<file path="src/rtl/chirp_pkg.sv">
// Package: shared constants and the CORDIC arctangent table for the chirp generator.
// Assumes a 32-bit phase word where 2^32 is one full turn.
package chirp_pkg;
    localparam int PH_W     = 32;
    localparam int ATAN_MAX = 24;

    // Arctangent of 2^-i, scaled so that 2^32 is one full turn
    function automatic logic [PH_W-1:0] atan_step(input int unsigned i);
        case (i)
            0:  atan_step = 32'h2000_0000;
            1:  atan_step = 32'h12E4_051E;
            2:  atan_step = 32'h09FB_385B;
            3:  atan_step = 32'h0511_11D4;
            4:  atan_step = 32'h028B_0D43;
            5:  atan_step = 32'h0145_D7E1;
            6:  atan_step = 32'h00A2_F61E;
            7:  atan_step = 32'h0051_7C55;
            8:  atan_step = 32'h0028_BE53;
            9:  atan_step = 32'h0014_5F2F;
            10: atan_step = 32'h000A_2F98;
            11: atan_step = 32'h0005_17CC;
            12: atan_step = 32'h0002_8BE6;
            13: atan_step = 32'h0001_45F3;
            14: atan_step = 32'h0000_A2FA;
            15: atan_step = 32'h0000_517D;
            16: atan_step = 32'h0000_28BE;
            17: atan_step = 32'h0000_145F;
            18: atan_step = 32'h0000_0A30;
            19: atan_step = 32'h0000_0518;
            20: atan_step = 32'h0000_028C;
            21: atan_step = 32'h0000_0146;
            22: atan_step = 32'h0000_00A3;
            default: atan_step = 32'h0000_0051;
        endcase
    endfunction
endpackage

</file>
<file path="src/rtl/chirp_nco.sv">
// Module: frequency and phase accumulators for the chirp.
// On reload it supplies phase 0 and uses fstart as the frequency. On each step it
// adds the frequency to the phase, then adds the increment to the frequency.
// Both sums wrap modulo 2^32.
module chirp_nco
    import chirp_pkg::*;
(
    input  logic            clk,
    input  logic            rst_n,
    input  logic            reload,
    input  logic            step,
    input  logic [PH_W-1:0] fstart,
    input  logic [PH_W-1:0] fincr,
    output logic [PH_W-1:0] phase_now
);
    logic [PH_W-1:0] phase_q;
    logic [PH_W-1:0] freq_q;
    logic [PH_W-1:0] freq_now;

    // Select the values for this sample: restart values on reload, stored values otherwise
    always_comb begin
        phase_now = reload ? '0 : phase_q;
        freq_now  = reload ? fstart : freq_q;
    end

    // Advance both accumulators once per sample
    always_ff @(posedge clk) begin
        if (!rst_n) begin
            phase_q <= '0;
            freq_q  <= '0;
        end else if (step) begin
            phase_q <= phase_now + freq_now;
            freq_q  <= freq_now + fincr;
        end
    end


    reload_phase_chk: assert property (@(posedge clk) disable iff (!rst_n)
        (reload && step) |=> (phase_q == $past(fstart)));
endmodule

</file>
<file path="src/rtl/chirp_cordic.sv">
// Module: iterative CORDIC rotation that turns a phase word into cosine and sine.
// The angle is first folded into [-90, +90) degrees by a half-turn rotation, and the
// outputs are negated to undo it. The block takes one iteration per clock and
// raises done after ITER iterations.
// Assumes ITER <= 24. The outputs are scaled by 2^FRAC.
module chirp_cordic
    import chirp_pkg::*;
#(
    parameter int ITER = 16,
    parameter int FRAC = 16
) (
    input  logic                   clk,
    input  logic                   rst_n,
    input  logic                   load,
    input  logic [PH_W-1:0]        angle,
    output logic                   done,
    output logic signed [FRAC+2:0] cos_o,
    output logic signed [FRAC+2:0] sin_o
);
    localparam int DW    = FRAC + 3;
    localparam int CNT_W = $clog2(ITER + 1);
    localparam logic [63:0] X0_W = ((64'd1 << FRAC) * 64'd607253) / 64'd1000000;
    localparam logic signed [DW-1:0] X0 = DW'(X0_W);
    localparam logic [CNT_W-1:0] LAST = CNT_W'(ITER);

    logic signed [DW-1:0]   x_q, y_q;
    logic signed [PH_W-1:0] z_q;
    logic [CNT_W-1:0]       cnt_q;
    logic                   flip_q;
    logic signed [DW-1:0]   x_sh, y_sh;
    logic [PH_W-1:0]        step_ang;

    // Shifted terms and the table angle for the current iteration
    always_comb begin
        x_sh     = x_q >>> cnt_q;
        y_sh     = y_q >>> cnt_q;
        step_ang = atan_step(32'(cnt_q));
        done     = (cnt_q == LAST);
    end

    // Load the folded angle, or run one rotation step toward zero residual angle
    always_ff @(posedge clk) begin
        if (!rst_n) begin
            x_q    <= '0;
            y_q    <= '0;
            z_q    <= '0;
            cnt_q  <= LAST;
            flip_q <= 1'b0;
        end else if (load) begin
            flip_q <= angle[PH_W-1] ^ angle[PH_W-2];
            z_q    <= (angle[PH_W-1] ^ angle[PH_W-2]) ? $signed(angle ^ {1'b1, {(PH_W-1){1'b0}}})
                                                      : $signed(angle);
            x_q    <= X0;
            y_q    <= '0;
            cnt_q  <= '0;
        end else if (!done) begin
            if (!z_q[PH_W-1]) begin
                x_q <= x_q - y_sh;
                y_q <= y_q + x_sh;
                z_q <= z_q - $signed(step_ang);
            end else begin
                x_q <= x_q + y_sh;
                y_q <= y_q - x_sh;
                z_q <= z_q + $signed(step_ang);
            end
            cnt_q <= cnt_q + 1'b1;
        end
    end

    // Undo the half-turn fold on the results
    always_comb begin
        cos_o = flip_q ? -x_q : x_q;
        sin_o = flip_q ? -y_q : y_q;
    end


    done_hold_chk: assert property (@(posedge clk) disable iff (!rst_n)
        (done && !load) |=> done);

    load_busy_chk: assert property (@(posedge clk) disable iff (!rst_n)
        load |=> !done);
endmodule

</file>
<file path="src/rtl/chirp_scale.sv">
// Module: multiplies a unit-scaled CORDIC output by the amplitude, divides by 2^(FRAC+1)
// with round-half-up, and saturates to a symmetric signed OUT_W-bit range.
// The module is purely combinational.
module chirp_scale #(
    parameter int FRAC  = 16,
    parameter int AMP_W = 14,
    parameter int OUT_W = 14
) (
    input  logic signed [FRAC+2:0]  val,
    input  logic [AMP_W-1:0]        ampl,
    output logic signed [OUT_W-1:0] res
);
    localparam int DW = FRAC + 3;
    localparam int PW = DW + AMP_W + 1;
    localparam logic signed [PW-1:0] POS_LIM = PW'((64'sd1 <<< (OUT_W - 1)) - 64'sd1);
    localparam logic signed [PW-1:0] NEG_LIM = -POS_LIM;
    localparam logic signed [PW-1:0] HALF    = PW'(64'sd1 <<< FRAC);

    logic signed [PW-1:0] prod;
    logic signed [PW-1:0] shifted;

    // Scale, round and clamp
    always_comb begin
        prod    = PW'(val) * $signed({1'b0, ampl});
        shifted = (prod + HALF) >>> (FRAC + 1);
        if (shifted > POS_LIM)      res = POS_LIM[OUT_W-1:0];
        else if (shifted < NEG_LIM) res = NEG_LIM[OUT_W-1:0];
        else                        res = shifted[OUT_W-1:0];
    end
endmodule

</file>
<file path="src/rtl/chirp_gen.sv">
// Module: top of the linear FM chirp generator.
// While tx_on is high and app_reset is low, it produces one I/Q sample every ITER+1 clocks.
// A pulse starts from phase 0 and frequency fstart. Outside a pulse the outputs are zero.
// The configuration inputs are assumed stable during a pulse.
module chirp_gen #(
    parameter int ITER  = 16,
    parameter int FRAC  = 16,
    parameter int AMP_W = 14,
    parameter int OUT_W = 14
) (
    input  logic                    clk,
    input  logic                    rst_n,
    input  logic                    app_reset,
    input  logic                    tx_on,
    input  logic [31:0]             fstart,
    input  logic [31:0]             fincr,
    input  logic [AMP_W-1:0]        ampl,
    output logic                    tx_strobe,
    output logic signed [OUT_W-1:0] tx_i,
    output logic signed [OUT_W-1:0] tx_q
);
    localparam logic signed [OUT_W-1:0] MOST_NEG = {1'b1, {(OUT_W-1){1'b0}}};

    logic                    go;
    logic                    active_q;
    logic                    reload;
    logic                    load;
    logic                    done;
    logic [31:0]             angle;
    logic signed [FRAC+2:0]  cos_v, sin_v;
    logic signed [OUT_W-1:0] i_v, q_v;

    // Sequencing: restart on pulse entry, start the next sample when the rotation finishes
    always_comb begin
        go     = tx_on && !app_reset;
        reload = go && !active_q;
        load   = go && (!active_q || done);
    end

    chirp_nco u_nco (
        .clk(clk), .rst_n(rst_n), .reload(reload), .step(load),
        .fstart(fstart), .fincr(fincr), .phase_now(angle)
    );

    chirp_cordic #(.ITER(ITER), .FRAC(FRAC)) u_cordic (
        .clk(clk), .rst_n(rst_n), .load(load), .angle(angle),
        .done(done), .cos_o(cos_v), .sin_o(sin_v)
    );

    chirp_scale #(.FRAC(FRAC), .AMP_W(AMP_W), .OUT_W(OUT_W)) u_scale_i (
        .val(cos_v), .ampl(ampl), .res(i_v)
    );

    chirp_scale #(.FRAC(FRAC), .AMP_W(AMP_W), .OUT_W(OUT_W)) u_scale_q (
        .val(sin_v), .ampl(ampl), .res(q_v)
    );

    // Output register: zero outside a pulse, a new sample with strobe when rotation completes
    always_ff @(posedge clk) begin
        if (!rst_n) begin
            active_q  <= 1'b0;
            tx_strobe <= 1'b0;
            tx_i      <= '0;
            tx_q      <= '0;
        end else begin
            active_q <= go;
            if (!go) begin
                tx_strobe <= 1'b0;
                tx_i      <= '0;
                tx_q      <= '0;
            end else if (active_q && done) begin
                tx_strobe <= 1'b1;
                tx_i      <= i_v;
                tx_q      <= q_v;
            end else begin
                tx_strobe <= 1'b0;
            end
        end
    end


    idle_quiet_chk: assert property (@(posedge clk) disable iff (!rst_n)
        !$past(tx_on) |-> (!tx_strobe && tx_i == '0 && tx_q == '0));

    app_stop_chk: assert property (@(posedge clk) disable iff (!rst_n)
        $past(app_reset) |-> (!tx_strobe && tx_i == '0 && tx_q == '0));

    strobe_pulse_chk: assert property (@(posedge clk) disable iff (!rst_n)
        tx_strobe |=> !tx_strobe);

    no_overflow_chk: assert property (@(posedge clk) disable iff (!rst_n)
        (tx_i != MOST_NEG) && (tx_q != MOST_NEG));
endmodule

</file>
<file path="config.mk">
export PLATFORM = sky130hd
export DESIGN_NAME = chirp_gen
export DESIGN_NICKNAME = d
export VERILOG_FILES = /design/src/rtl/chirp_pkg.sv /design/src/rtl/chirp_nco.sv /design/src/rtl/chirp_cordic.sv /design/src/rtl/chirp_scale.sv /design/src/rtl/chirp_gen.sv
export SDC_FILE = /design/constraint.sdc
export NUM_CORES = 2
export LEC_CHECK = 0
export ABC_AREA = 1
export ABC_CLOCK_PERIOD_IN_PS = 21000
export BUFFER_PORTS_ARGS = -buffer_cell sky130_fd_sc_hd__buf_4
export CAP_MARGIN = 20
export CORE_MARGIN = 2
export CORE_UTILIZATION = 50
export DETAILED_ROUTE_END_ITERATION = 6
export PLACE_DENSITY = 0.74
export SETUP_SLACK_MARGIN = 0.3
export SYNTH_ARGS = -nofsm -noshare
export SYNTH_HDL_FRONTEND = slang
export SYNTH_SLANG_ARGS = --single-unit
</file>
<file path="constraint.sdc">
create_clock -name clk -period 21 [get_ports clk]
set_input_delay 4.2 -clock clk [delete_from_list [all_inputs] [get_ports clk]]
set_output_delay 4.2 -clock clk [all_outputs]
set_load 0.01 [all_outputs]
</file>
# Word-level counts from Yosys, hierarchy flattened
# Memories as Yosys holds them, arrays and structs flattened.
# Cells that the tools add are included.
[totals]
register_bits = 170
mem_bits_ro = 960
input_bits = 82
output_inout_bits = 29
word_cells = 68
mem_count = 1
[classes]
add_sub_neg = 13
mul = 2
n_lt_le_gt_ge = 4
n_eq_ne = 2
shift = 2
mux = 19
bitwise = 3
n_reduce_logical = 9
[memory_table]
columns = ["memory", "depth", "word_bits", "read_ports", "rd_ports_with_merged_regs", "wr", "line_no", "text"]
rows = [
  ["(no name shown)", 32, 30, 1, 0, 0, "chirp_pkg.sv:9", "case (i)"],
]
[op_table]
columns = ["operator", "count"]
rows = [
  ["$mux 32", 6],
  ["$add 32x32->32", 3],
  ["$mux 19", 4],
  ["$add 34x18->34 const B", 2],
  ["$mul 19x15->34", 2],
  ["$mux 14", 4],
  ["$add 19x19->19", 2],
  ["$neg 19->19", 2],
  ["$sshr 19x5->19", 2],
  ["$sub 19x19->19", 2],
  ["$gt 17x14->1 const B", 2],
  ["$lt 17x14->1 const B", 2],
  ["$mux 16", 2],
  ["$sub 32x32->32", 1],
  ["$mux 5", 2],
  ["$add 5x1->5 const B", 1],
  ["$eq 5x5->1 const B", 1],
  ["$logic_and 1x1->1", 4],
  ["$logic_not 1->1", 2],
  ["$ne 2x2->1 const B", 1],
  ["$not 1->1", 2],
  ["$reduce_and 2->1", 1],
  ["$reduce_or 2->1", 1],
  ["$logic_or 1x1->1", 1],
  ["other kinds (2)", 2],
]

# Longest topological paths before layout
[logic_depth]
depth_word = 7
depth_mapped = 47
ltp_nobuf = 46

# Modules after synthesis
# Synthesis repeated with hierarchy kept, for this count alone.
[hier_totals]
hier_cells = 6440
area_unflattened_um2 = 41746.3
[by_module_without_submodules]
columns = ["mod", "instances", "cells_each", "area_each_um2", "seq_area_each_um2"]
rows = [
  ["chirp_scale (u_scale_i)", 1, 1540, 11088.1, 0.0],
  ["chirp_cordic", 1, 1820, 10994.3, 1521.5],
  ["chirp_scale (u_scale_q)", 1, 1483, 10861.7, 0.0],
  ["chirp_nco", 1, 1462, 7704.9, 1281.2],
  ["chirp_gen", 1, 135, 1097.3, 600.6],
]

# Worst setup path after synthesis
# No wires, ideal clock.
[synth_timing]
path_type = "input to register"
start = "in ampl[1]"
end = "reg tx_q[3]"
setup_time_ps = 70
t_arrival_ps = 10394
slack_ps = 10536
stages = 28
cell_sequence = "clkbuf_1 clkbuf_1 nand2_1 fa_1 fa_1 clkbuf_1 inv_1 fa_1 fa_1 fa_1 inv_1 fa_1 inv_1 ha_1 nand2_1 nor2_1 inv_1 nor4_1 nand2_1 nand2_1 nand2_1 nand3b_1 xor2_1 inv_1 nand2_2 buf_6 nand2_1 a21oi_1"
[synth_via]
elab_chain_cells = 5
[synth_lines]
columns = ["item", "line_no", "text"]
rows = [
  ["start, declared", "chirp_gen.sv:17", "input logic [AMP_W-1:0] ampl,"],
  ["$mul 19x15->34 (*)", "chirp_scale.sv:24", "prod = PW'(val) * $signed({1'b0, ampl});"],
  ["$add 34x18->34 (*)", "chirp_scale.sv:25", "shifted = (prod + HALF) >>> (FRAC + 1);"],
  ["$lt 17x14->1", "chirp_scale.sv:27", "else if (shifted < NEG_LIM) res = NEG_LIM[OUT_W-1:0];"],
  ["$mux 14", "chirp_scale.sv:27", ""],
  ["$mux 14 (*)", "chirp_scale.sv:26", "if (shifted > POS_LIM) res = POS_LIM[OUT_W-1:0];"],
  ["end signal, assigned", "chirp_gen.sv:74", "tx_q <= q_v;"],
  ["end, declared", "chirp_gen.sv:20", "output logic signed [OUT_W-1:0] tx_q"],
]
# Every way passes the cells marked *; elsewhere a longest branch is shown, timed or not.
# A chain may end at the register's enable or synchronous reset.

# Final worst setup path
[layout_timing]
start = "in ampl[3]"
end = "reg tx_q[0]"
# Same word-level chain as after synthesis.

==> impl_metrics.csv <==
group,metric,value,unit
run_status,outcome,"finished clean",
layout,drive_gt1_share,4.66,%
route,drcViolationCount,0,
logic_synthesis,synth_flop_cell,"dfxtp_1",
sta,period_share,52.3,%
layout,nets,6684,
logic_synthesis,synth_cell_types,68,
global_route,grt_pass1_vias,37118,
logic_synthesis,syn_inst,5746,
placement,dpl.cell_count,6759,
sta,fin_worst_skew,21.4,ps
route,routed_wl,119000,µm
sta,setup_viol,0,
global_route,grt_overflow_total,0,
global_route,grt_max_degree,84,
logic_synthesis,ys_ff_latch,170,
critical_path,cp.arrival,11410,ps
logic_synthesis,syn-num-nets,6690,
sta,worst_pin_slew,1100,ps
critical_path,start_kind,"primary input",
logic_synthesis,synth_edf_count,0,
route,initialDrtViolationCount,3119,
clock_network,cts_max_level,4,
logic_synthesis,syn-mean-instance-area,6.77,µm²
logic_synthesis,mappedNetlistArea,38900,µm²
placement,hpwl,95800,µm
layout,syn2layout_area_growth,6.02,%
clock_network,clk_path_buf_depth,2,
sta,rsz0062_at_grt,"no",
global_route,grt.total_usage,29.9,%
die,start_util,50.4,%
sta,finalMaxSlewViolations,0,
logic_synthesis,synthArstFlopShare,0,%
placement,gp_congestion,0.951,
sta,finalHoldViolations,0,
clock_network,cts.clk_slew.worst_paths,100,ps
worst_hold_path,hp-class,"reg -> reg",
sta,min_period,10980,ps
critical_path,end_kind,"register",
logic_synthesis,yosysWarnings,0,
clock_network,cts_setup_buffers,0,
clock_network,cts_hold_buf,0,
route,first_pass_iters,6,
die,ioPinCount,111,
placement,numPortBuffers,110,
sta,setup-tns-final,0,ps
layout,stdcell_count,6793,
flow_run,drv_cap,0,
die,dieArea,80100,µm²
clock_network,cts_root_buffer,"clkbuf_16",
critical_path,worstSetupPathType,"in -> reg",
die,rows,102,
route,wl_per_cell,17.5,µm
global_route,antenna_found_initial,0,
critical_path,cp.required,21430,ps
route,vias,37461,
die,die_h,283,µm
route,viasPerCell,5.51,
clock_network,cts_resized,0,
sta,relSlewSlack,26.3,%
clock_network,clock-sinks,170,
layout,antennaDiodeCount,0,
route,final_antenna_net_count,0,
logic_synthesis,synth-seq-area-share,8.74,%
clock_network,cts_made_buffers,17,
clock_network,tritoncts,"yes",
sta,max_freq,91.1,MHz
die,die_w,283,µm
die,fp.coreArea,77200,µm²
clock_network,insertion_delay,520,ps
global_route,grt_pass1_wl,194000,µm
critical_path,critPathMaxFanout,17,
cell usage after synthesis, drive strengths merged (4+ instances only):
master,instances,share of area [%]
a21boi,10,0.19
a21o,31,0.60
a21oi,380,4.9
a221oi,4,0.090
a31oi,15,0.24
and2,7,0.11
buf,47,0.72
clkbuf,117,1.1
clkinv,11,0.11
dfxtp,170,8.7
fa,495,25
ha,367,12
inv,1130,11
nand2,1338,13
nand3,281,3.6
nand3b,18,0.35
nand4,32,0.51
nor2,566,5.6
nor3,50,0.71
nor4,17,0.31
o211ai,20,0.40
o21a,13,0.25
o21ai,369,4.8
o21bai,28,0.54
o221ai,6,0.14
o22ai,15,0.26
o31ai,5,0.096
or2,33,0.53
xnor2,51,1.2
xor2,98,2.2
cells by family after synthesis:
| kind of cell | count (synthesis) | share of synthesized area (%) |
|---|---|---|
| AND/OR/NAND/NOR | 2347 | 24.8 |
| buffers and inverters | 1305 | 12.9 |
| AO/OA/AOI/OAI | 913 | 12.9 |
| adder cells (fa/ha/maj) | 862 | 37.3 |
| flip-flops | 170 | 8.74 |
| XOR/XNOR | 149 | 3.39 |
stage by stage:
| step | worst slack, ps | hold slack (ps) | cell area [µm²] | utilization (%) |
|---|---|---|---|---|
| floorplan | 10540 | 426 | 38900 | - |
| finish | 10020 | 458 | 41300 | 53.4 |
| global placement | 9620 | 436 | 40600 | 52.5 |
| global route | 9420 | 475 | 41300 | 53.4 |
| CTS | 10030 | 456 | 41200 | 53.4 |
| detailed placement | 9540 | 440 | 40600 | 52.5 |
area by class of cell:
cell class,count,area [µm²]
flip-flops and latches,170,3400
multi-input cells,4271,30500
inverters,1141,4290
clock buffers,17,425
well taps,1040,1300
repair buffers,139,1080
fillers,7673,35900
clock inverters,15,236
layout by cell type (no fill, tap or decap), types with 8 or more instances in the layout:
cell type	count
nand3_1	280
nand2_2	12
o21bai_1	28
nand3b_1	18
nor3_1	45
o21a_1	13
xnor2_1	50
nor2_1	551
nand4_1	32
o21ai_1	13
a21boi_0	8
xor2_1	97
clkinv_1	11
fa_1	495
clkbuf_16	17
o22ai_1	14
nand2_1	1324
inv_2	17
o21ai_0	353
buf_4	137
nor4_1	16
a21o_1	31
a31oi_1	15
o211ai_1	19
inv_1	1112
or2_2	32
ha_1	367
dfxtp_1	170
a21oi_1	379
nor2_2	9
state kept, by name (all words and copies together) (netlist names):
signal / cells
tx_strobe: 1
u_cordic.x_q: 19
u_cordic.flip_q: 1
u_cordic.y_q: 19
u_cordic.z_q: 32
tx_i: 14
u_nco.phase_q: 32
active_q: 1
u_nco.freq_q: 32
tx_q: 14
u_cordic.cnt_q: 5
worst max-delay path: stages:
cell,delay [ps]
buf_4,200
inv_1,320
buf_4,330
nor2_1,280
inv_1,110
fa_1,540
fa_1,870
inv_1,250
fa_1,510
fa_1,500
fa_1,490
inv_1,50
fa_1,470
inv_1,40
ha_1,350
nand2_1,130
nor2_1,150
inv_1,100
nor4_1,260
nand2_1,110
nand2_1,100
nand2_1,60
nand3b_1,100
xor2_1,100
a21oi_2,510
nand3_1,150
nand2_1,80
inv_1,30
final timing paths:
check / from / to / slack, ps / cells after the start
worst max-delay path: ampl[3] / tx_q[0] / 10020 / 28
worst min-delay path: u_nco.phase_q[18] / u_nco.phase_q[18] / 460 / 2
worst max register to register: u_cordic.y_q[0] / tx_q[0] / 12070 / 38
worst min register to register: u_nco.phase_q[18] / u_nco.phase_q[18] / 460 / 2
routing by layer:
| layer | vias up | wire, µm | GRT usage [%] |
|---|---|---|---|
| met5 | - | 0 | 0 |
| met4 | 0 | 4020 | 10.0 |
| met3 | 251 | 8410 | 3.75 |
| met2 | 1489 | 55400 | 50.3 |
| met1 | 17815 | 50900 | 39.7 |
| li1 | 17906 | - | - |
Power is left out: the tool's default activity adds up to more than one toggle a clock period on the data nets, which glitch-free logic cannot reach.
